## src/rtl/lld_pkg.sv

```systemverilog
`timescale 1ns/1ps
package lld_pkg;
  localparam int unsigned DEF_NUM_WF = 4;
  localparam int unsigned DEF_TAG_W  = 20;
  localparam int unsigned DEF_DEPTH  = 4;
  localparam int unsigned DEF_SETS   = 16;
  localparam int unsigned DEF_WAYS   = 4;

  function automatic int unsigned idx_w(input int unsigned n);
    return (n > 1) ? $clog2(n) : 1;
  endfunction
endpackage

```

## src/rtl/lld_owner_table.sv

```systemverilog
`timescale 1ns/1ps
module lld_owner_table #(
  parameter int unsigned SETS  = lld_pkg::DEF_SETS,
  parameter int unsigned WAYS  = lld_pkg::DEF_WAYS,
  parameter int unsigned NUM_WF = lld_pkg::DEF_NUM_WF,
  localparam int unsigned SET_W = lld_pkg::idx_w(SETS),
  localparam int unsigned WAY_W = lld_pkg::idx_w(WAYS),
  localparam int unsigned WID_W = lld_pkg::idx_w(NUM_WF)
) (
  input  logic             clk,
  input  logic             rst_n,
  input  logic             wr_en,
  input  logic [SET_W-1:0] wr_set,
  input  logic [WAY_W-1:0] wr_way,
  input  logic [WID_W-1:0] wr_wid,
  input  logic [SET_W-1:0] rd_set,
  input  logic [WAY_W-1:0] rd_way,
  output logic [WID_W-1:0] rd_wid
);
  logic [WID_W-1:0] owner_q [SETS][WAYS];

  always_ff @(posedge clk) begin
    if (!rst_n) begin
      for (int s = 0; s < int'(SETS); s++)
        for (int w = 0; w < int'(WAYS); w++)
          owner_q[s][w] <= '0;
    end else if (wr_en) begin
      owner_q[wr_set][wr_way] <= wr_wid;
    end
  end

  // read sees the owner before any same-cycle write
  assign rd_wid = owner_q[rd_set][rd_way];

  assert_owner_recorded_R2: assert property (@(posedge clk) disable iff (!rst_n)
    wr_en |=> owner_q[$past(wr_set)][$past(wr_way)] == $past(wr_wid));
endmodule

```

## src/rtl/lld_partition.sv

```systemverilog
`timescale 1ns/1ps
module lld_partition #(
  parameter int unsigned TAG_W = lld_pkg::DEF_TAG_W,
  parameter int unsigned DEPTH = lld_pkg::DEF_DEPTH,
  localparam int unsigned PTR_W = lld_pkg::idx_w(DEPTH)
) (
  input  logic             clk,
  input  logic             rst_n,
  input  logic             clr,
  input  logic             ins_en,
  input  logic [TAG_W-1:0] ins_tag,
  input  logic             probe_en,
  input  logic [TAG_W-1:0] probe_tag,
  output logic             probe_hit
);
  logic [TAG_W-1:0] tags_q [DEPTH];
  logic [DEPTH-1:0] vld_q;
  logic [DEPTH-1:0] match;
  logic [PTR_W-1:0] wptr_q;
  logic [PTR_W-1:0] wptr_nxt;

  for (genvar i = 0; i < int'(DEPTH); i++) begin : g_cmp
    assign match[i] = vld_q[i] && (tags_q[i] == probe_tag);
  end

  assign probe_hit = probe_en && (|match);
  assign wptr_nxt  = (wptr_q == PTR_W'(DEPTH - 1)) ? '0 : wptr_q + 1'b1;

  always_ff @(posedge clk) begin
    if (!rst_n) begin
      vld_q  <= '0;
      wptr_q <= '0;
    end else if (clr) begin
      vld_q  <= '0;
      wptr_q <= '0;
    end else begin
      if (probe_hit) vld_q <= vld_q & ~match;
      if (ins_en) begin
        vld_q[wptr_q] <= 1'b1;   // insertion wins over same-cycle retirement
        wptr_q        <= wptr_nxt;
      end
    end
  end

  always_ff @(posedge clk) begin
    if (ins_en && !clr) tags_q[wptr_q] <= ins_tag;
  end

  assert_insert_kept_R6: assert property (@(posedge clk) disable iff (!rst_n)
    (ins_en && !clr) |=> (vld_q[$past(wptr_q)] && tags_q[$past(wptr_q)] == $past(ins_tag)));

  assert_match_retired_R5: assert property (@(posedge clk) disable iff (!rst_n)
    (probe_hit && !clr && !ins_en) |=> ((vld_q & $past(match)) == '0));

  assert_clear_empty_R7: assert property (@(posedge clk) disable iff (!rst_n)
    clr |=> (vld_q == '0));
endmodule

```

## src/rtl/lost_locality_detector.sv

```systemverilog
`timescale 1ns/1ps
module lost_locality_detector #(
  parameter int unsigned NUM_WF = lld_pkg::DEF_NUM_WF,
  parameter int unsigned TAG_W  = lld_pkg::DEF_TAG_W,
  parameter int unsigned DEPTH  = lld_pkg::DEF_DEPTH,
  parameter int unsigned SETS   = lld_pkg::DEF_SETS,
  parameter int unsigned WAYS   = lld_pkg::DEF_WAYS,
  localparam int unsigned SET_W = lld_pkg::idx_w(SETS),
  localparam int unsigned WAY_W = lld_pkg::idx_w(WAYS),
  localparam int unsigned WID_W = lld_pkg::idx_w(NUM_WF)
) (
  input  logic             clk,
  input  logic             rst_n,
  input  logic             kernel_start,
  input  logic             fill_valid,
  input  logic [SET_W-1:0] fill_set,
  input  logic [WAY_W-1:0] fill_way,
  input  logic [WID_W-1:0] fill_wid,
  input  logic             evict_valid,
  input  logic [SET_W-1:0] evict_set,
  input  logic [WAY_W-1:0] evict_way,
  input  logic [TAG_W-1:0] evict_tag,
  input  logic             miss_valid,
  input  logic [WID_W-1:0] miss_wid,
  input  logic [TAG_W-1:0] miss_tag,
  output logic             hit_valid,
  output logic [WID_W-1:0] hit_wid
);
  logic [WID_W-1:0]  victim_owner;
  logic [NUM_WF-1:0] part_hit;
  logic              hit_valid_q;
  logic [WID_W-1:0]  hit_wid_q;

  lld_owner_table #(.SETS(SETS), .WAYS(WAYS), .NUM_WF(NUM_WF)) u_owner (
    .clk    (clk),
    .rst_n  (rst_n),
    .wr_en  (fill_valid),
    .wr_set (fill_set),
    .wr_way (fill_way),
    .wr_wid (fill_wid),
    .rd_set (evict_set),
    .rd_way (evict_way),
    .rd_wid (victim_owner)
  );

  for (genvar g = 0; g < int'(NUM_WF); g++) begin : g_part
    logic ins_sel;
    logic probe_sel;
    assign ins_sel   = evict_valid && (victim_owner == WID_W'(g));
    assign probe_sel = miss_valid  && (miss_wid == WID_W'(g));

    lld_partition #(.TAG_W(TAG_W), .DEPTH(DEPTH)) u_part (
      .clk       (clk),
      .rst_n     (rst_n),
      .clr       (kernel_start),
      .ins_en    (ins_sel),
      .ins_tag   (evict_tag),
      .probe_en  (probe_sel),
      .probe_tag (miss_tag),
      .probe_hit (part_hit[g])
    );
  end

  always_ff @(posedge clk) begin
    if (!rst_n) begin
      hit_valid_q <= 1'b0;
      hit_wid_q   <= '0;
    end else begin
      hit_valid_q <= (|part_hit) && !kernel_start;
      hit_wid_q   <= miss_wid;
    end
  end

  assign hit_valid = hit_valid_q;
  assign hit_wid   = hit_wid_q;

  assert_hit_after_miss_R4: assert property (@(posedge clk) disable iff (!rst_n)
    hit_valid |-> ($past(miss_valid) && !$past(kernel_start)));

  assert_hit_wid_R4: assert property (@(posedge clk) disable iff (!rst_n)
    hit_valid |-> (hit_wid == $past(miss_wid)));

  assert_launch_quiet_R7: assert property (@(posedge clk) disable iff (!rst_n)
    kernel_start |=> !hit_valid);
endmodule

```

## config.mk

```make
export PLATFORM = sky130hd
export DESIGN_NAME = lost_locality_detector
export DESIGN_NICKNAME = d
export VERILOG_FILES = /design/src/rtl/lld_pkg.sv /design/src/rtl/lld_owner_table.sv /design/src/rtl/lld_partition.sv /design/src/rtl/lost_locality_detector.sv
export SDC_FILE = /design/constraint.sdc
export NUM_CORES = 1
export LEC_CHECK = 0
export BUFFER_PORTS_ARGS = -buffer_cell sky130_fd_sc_hd__buf_2
export CELL_PAD_IN_SITES_DETAIL_PLACEMENT = 1
export CELL_PAD_IN_SITES_GLOBAL_PLACEMENT = 1
export CORE_ASPECT_RATIO = 2
export CORE_MARGIN = 8
export CORE_UTILIZATION = 57
export DETAILED_ROUTE_END_ITERATION = 12
export PLACE_DENSITY = 0.89
export SLEW_MARGIN = 20
export SYNTH_ARGS = -nofsm -noshare
export SYNTH_HDL_FRONTEND = slang
export SYNTH_SLANG_ARGS = --single-unit
```

## constraint.sdc

```tcl
create_clock -name clk -period 12.4 [get_ports clk]
set_clock_uncertainty 0.05 [all_clocks]
set_input_delay 3.1 -clock clk [delete_from_list [all_inputs] [get_ports clk]]
set_output_delay 3.1 -clock clk [all_outputs]
set_load 0.005 [all_outputs]
```

==> metrics.csv <==
stage;metric;value;unit
run_status;status;complete, no violations;
layout;area used by multi-input combinational logic;0.00698;mm^2
timing;FMAX;154;MHz
grt;initial antenna violation count;3;
floorplanning;Die W;153;um
pwr;pwr dens;146;mW/mm^2
cts;Post-CTS Setup Bufs;0;
cts;hold buffers post-CTS;0;
yosys;prevailing post-synth register cell;edfxtp_1;
grt;first-pass GRT wire length;98500;um
cts;H-Tree Depth;2;
yosys;Synth async-reset ratio;0;%
cts;Root Buffer;clkbuf_16;
critical_path;Top delay family on crit path;multiplexers;
yosys;Distinct cells, synth;45;
yosys;Gate Count Post-Synth;1519;
cts;Num Clock Sinks;475;
layout;Layout Cells excl Fill;2037;
route;Initial DRT Pass Iterations;5;
grt;GRT overflow;0;
layout;most frequent cells in the layout;448 x edfxtp_1, 204 x xnor2_1, 158 x nand2_1;
timing;final hold viol count;0;
cts;Clk Latency, worst-skew pair;0.56;ns
critical_path;Buf/Inv on CP;2;
critical_path;top fanout value on the critical path;20;
critical_path;Max stage delay on crit path;0.59;ns
layout;fin area;0.0236;mm^2
critical_path;Worst EP required;12.58;ns
floorplanning;core area;0.0370;mm^2
critical_path;CP Class;in -> reg;
pwr;Lkg Pwr;8.11;nW
floorplanning;Boundary Pins;65;
critical_path;WP data arrival;6.69;ns
yosys;Post-Syn Area;0.0214;mm^2
yosys;Post-synth EDFFs;448;
layout;Area growth, synth to finish;10.4;%
floorplanning;Initial Util;57.7;%
layout;final net count;1617;
yosys;Synth area leaders;edfxtp_1 63%, xnor2_1 8.4%, xor2_1 4.8%;
layout;fraction of layout cells with a size suffix above 1;13.8;%
cts;clk buf depth;3;
route;via count;13543;
critical_path;CP max stage cell;mux4_2;
timing;RSZ-0062 raised after global routing;false;
placed_design;gpl congestion;0.873;
route;DR WL/cell;33.6;um
cts;TritonCTS clock tree;done;
route;drt total wl;68400;um
timing;period utilization;52.5;%
timing;Slew @ Worst Pin;1.03;ns
timing;setup TNS;0;ns
layout;flip-flop and latch area;0.0140;mm^2
route;Vias per Instance;6.65;
route;Final ANT Viol Nets;0;
placed_design;pre-CTS setup slack;5.40;ns
yosys;YS warnings;0;
route;drc violations;0;
yosys;syn_area_per_cell;14.1;um^2
placed_design;Placed Cells;1955;
yosys;post-synthesis sequential area ratio;65.5;%
timing;Slew Viols, Final;0;
critical_path;most used cell, CP;mux4_2;
critical_path;r2r setup slk;8.67;ns
yosys;cell taking the most area after synthesis;edfxtp_1;
layout;Fillers;3430;
placed_design;IO buf count;64;
route;initial DRC count;1169;
yosys;Synthesized Nets;1597;
timing;# setup viols final;0;
yosys;Synth top area share;63.0;%
placed_design;dpl cell area;0.0221;mm^2
timing;setup slack after layout;5.89;ns
yosys;flops & latches, synth;475;
timing;Final Critical Period;6.51;ns
timing;Rel. slew slack;31.0;%
cts;CTS-repair resized insts;0;
layout;commonest non-fill, non-tap cell in the layout;edfxtp_1;
grt;vias in the first global route;14858;
placed_design;hpwl dp;42800;um
grt;Total Routing Usage GR;31.1;%
critical_path;startpoint class of the critical path;input pin;
floorplanning;DIE HEIGHT;290;um
floorplanning;die area;0.0443;mm^2
pwr;Max VDD drop;120;uV
cts;Clock Pin Slew Worst Setup and Hold Paths;0.07;ns
floorplanning;Rows;100;
flow_run;max cap viols;0;
hold_path;Min-Delay Path Class;reg -> reg;
cts;CTS buffer count;41;
critical_path;CP Cell Sequence;buf_2, mux4_2, mux2_2, mux4_2, o21ai_1, nand3_1, nor3b_2, buf_4;
critical_path;CP Capture Type;flip-flop;
grt;largest net degree at the start of global routing;71;
## worst reg2reg max path, stage by stage, from the launching register on
cell and delay, ns:
edfxtp_1 0.43, mux4_2 0.50, mux2_2 0.32, mux4_2 0.51, o21ai_1 0.30, nand3_1 0.59, nor3b_2 0.39, buf_4 0.33
## state kept, by name, indices dropped and copies added, names as in the netlist
register / count
hit_wid: 2
g_part.u_part.vld_q: 16
g_part.u_part.tags_q: 320
hit_valid: 1
g_part.u_part.wptr_q: 8
u_owner.owner_q: 128
## per-layer routing
layer | up-vias | wire length, um | GRT usage [%]
li1 | 5594 | - | -
met1 | 6799 | 21100 | 30.1
met5 | - | 0 | 0
met2 | 820 | 35700 | 56.7
met3 | 330 | 5140 | 5.18
met4 | 0 | 6540 | 27.3
## final cells by class
cell class | instances | area share, %
antenna | 6 | 0.0637
inverter | 13 | 0.207
multi-input combinational | 916 | 29.6
clock inverter | 23 | 1.20
clock buffer | 53 | 4.93
sequential | 475 | 59.3
timing repair buffer | 92 | 2.25
tap | 459 | 2.44
## cell families after synthesis
| kind of cell | count (synthesis) | share of synthesized area, % |
|---|---|---|
| simple gates | 480 | 11.9 |
| flops | 475 | 65.5 |
| xor+xnor | 320 | 13.1 |
| buf+inv | 128 | 2.32 |
| mux | 51 | 4.69 |
| compound gates | 49 | 1.49 |
| fa+ha+maj | 16 | 0.937 |
## synthesized netlist by cell type (3+ instances only)
| cell type | number |
|---|---|
| a41o_1 | 4 |
| and2_1 | 3 |
| and3_1 | 128 |
| and4_1 | 4 |
| buf_1 | 8 |
| buf_2 | 3 |
| clkbuf_1 | 102 |
| dfxtp_1 | 27 |
| edfxtp_1 | 448 |
| ha_1 | 16 |
| inv_1 | 13 |
| mux2_2 | 4 |
| mux2i_1 | 10 |
| mux4_1 | 6 |
| mux4_2 | 31 |
| nand2_1 | 158 |
| nand2b_1 | 7 |
| nand3_1 | 21 |
| nand4_1 | 63 |
| nor2_1 | 18 |
| nor2b_1 | 3 |
| nor3_1 | 21 |
| nor3b_1 | 16 |
| nor4_1 | 30 |
| o21ai_0 | 17 |
| o22ai_1 | 16 |
| xnor2_1 | 204 |
| xor2_1 | 116 |
## report_power, final
group          switching, mW  internal, mW
clock network          0.588         0.793
registers             0.0192          1.79
logic                  0.185        0.0803
total                  0.792          2.66
## per-stage QoR
step	hold WS, ns	power, mW	util, %
6_report	0.454	3.45	63.7
5_1_grt	0.471	3.51	63.6
4_1_cts	0.453	3.45	63.6
3_5_place_dp	0.434	2.09	59.7
3_3_place_gp	0.421	2.08	59.7
2_1_floorplan	0.410	1.98	-
## worst paths after layout
kind	cells after the start	from	to
max	8	evict_set[0]	g_part[1].u_part.tags_q[3][7]$_DFFE_PP_
min	2	g_part[3].u_part.vld_q[3]$_SDFF_PP0_	g_part[3].u_part.vld_q[3]$_SDFF_PP0_
max reg2reg	7	u_owner.owner_q[7][5]$_SDFFCE_PN0P_	g_part[1].u_part.tags_q[3][7]$_DFFE_PP_
min reg2reg	2	g_part[3].u_part.vld_q[3]$_SDFF_PP0_	g_part[3].u_part.vld_q[3]$_SDFF_PP0_
No activity file was read; power rests on OpenSTA's default activity.
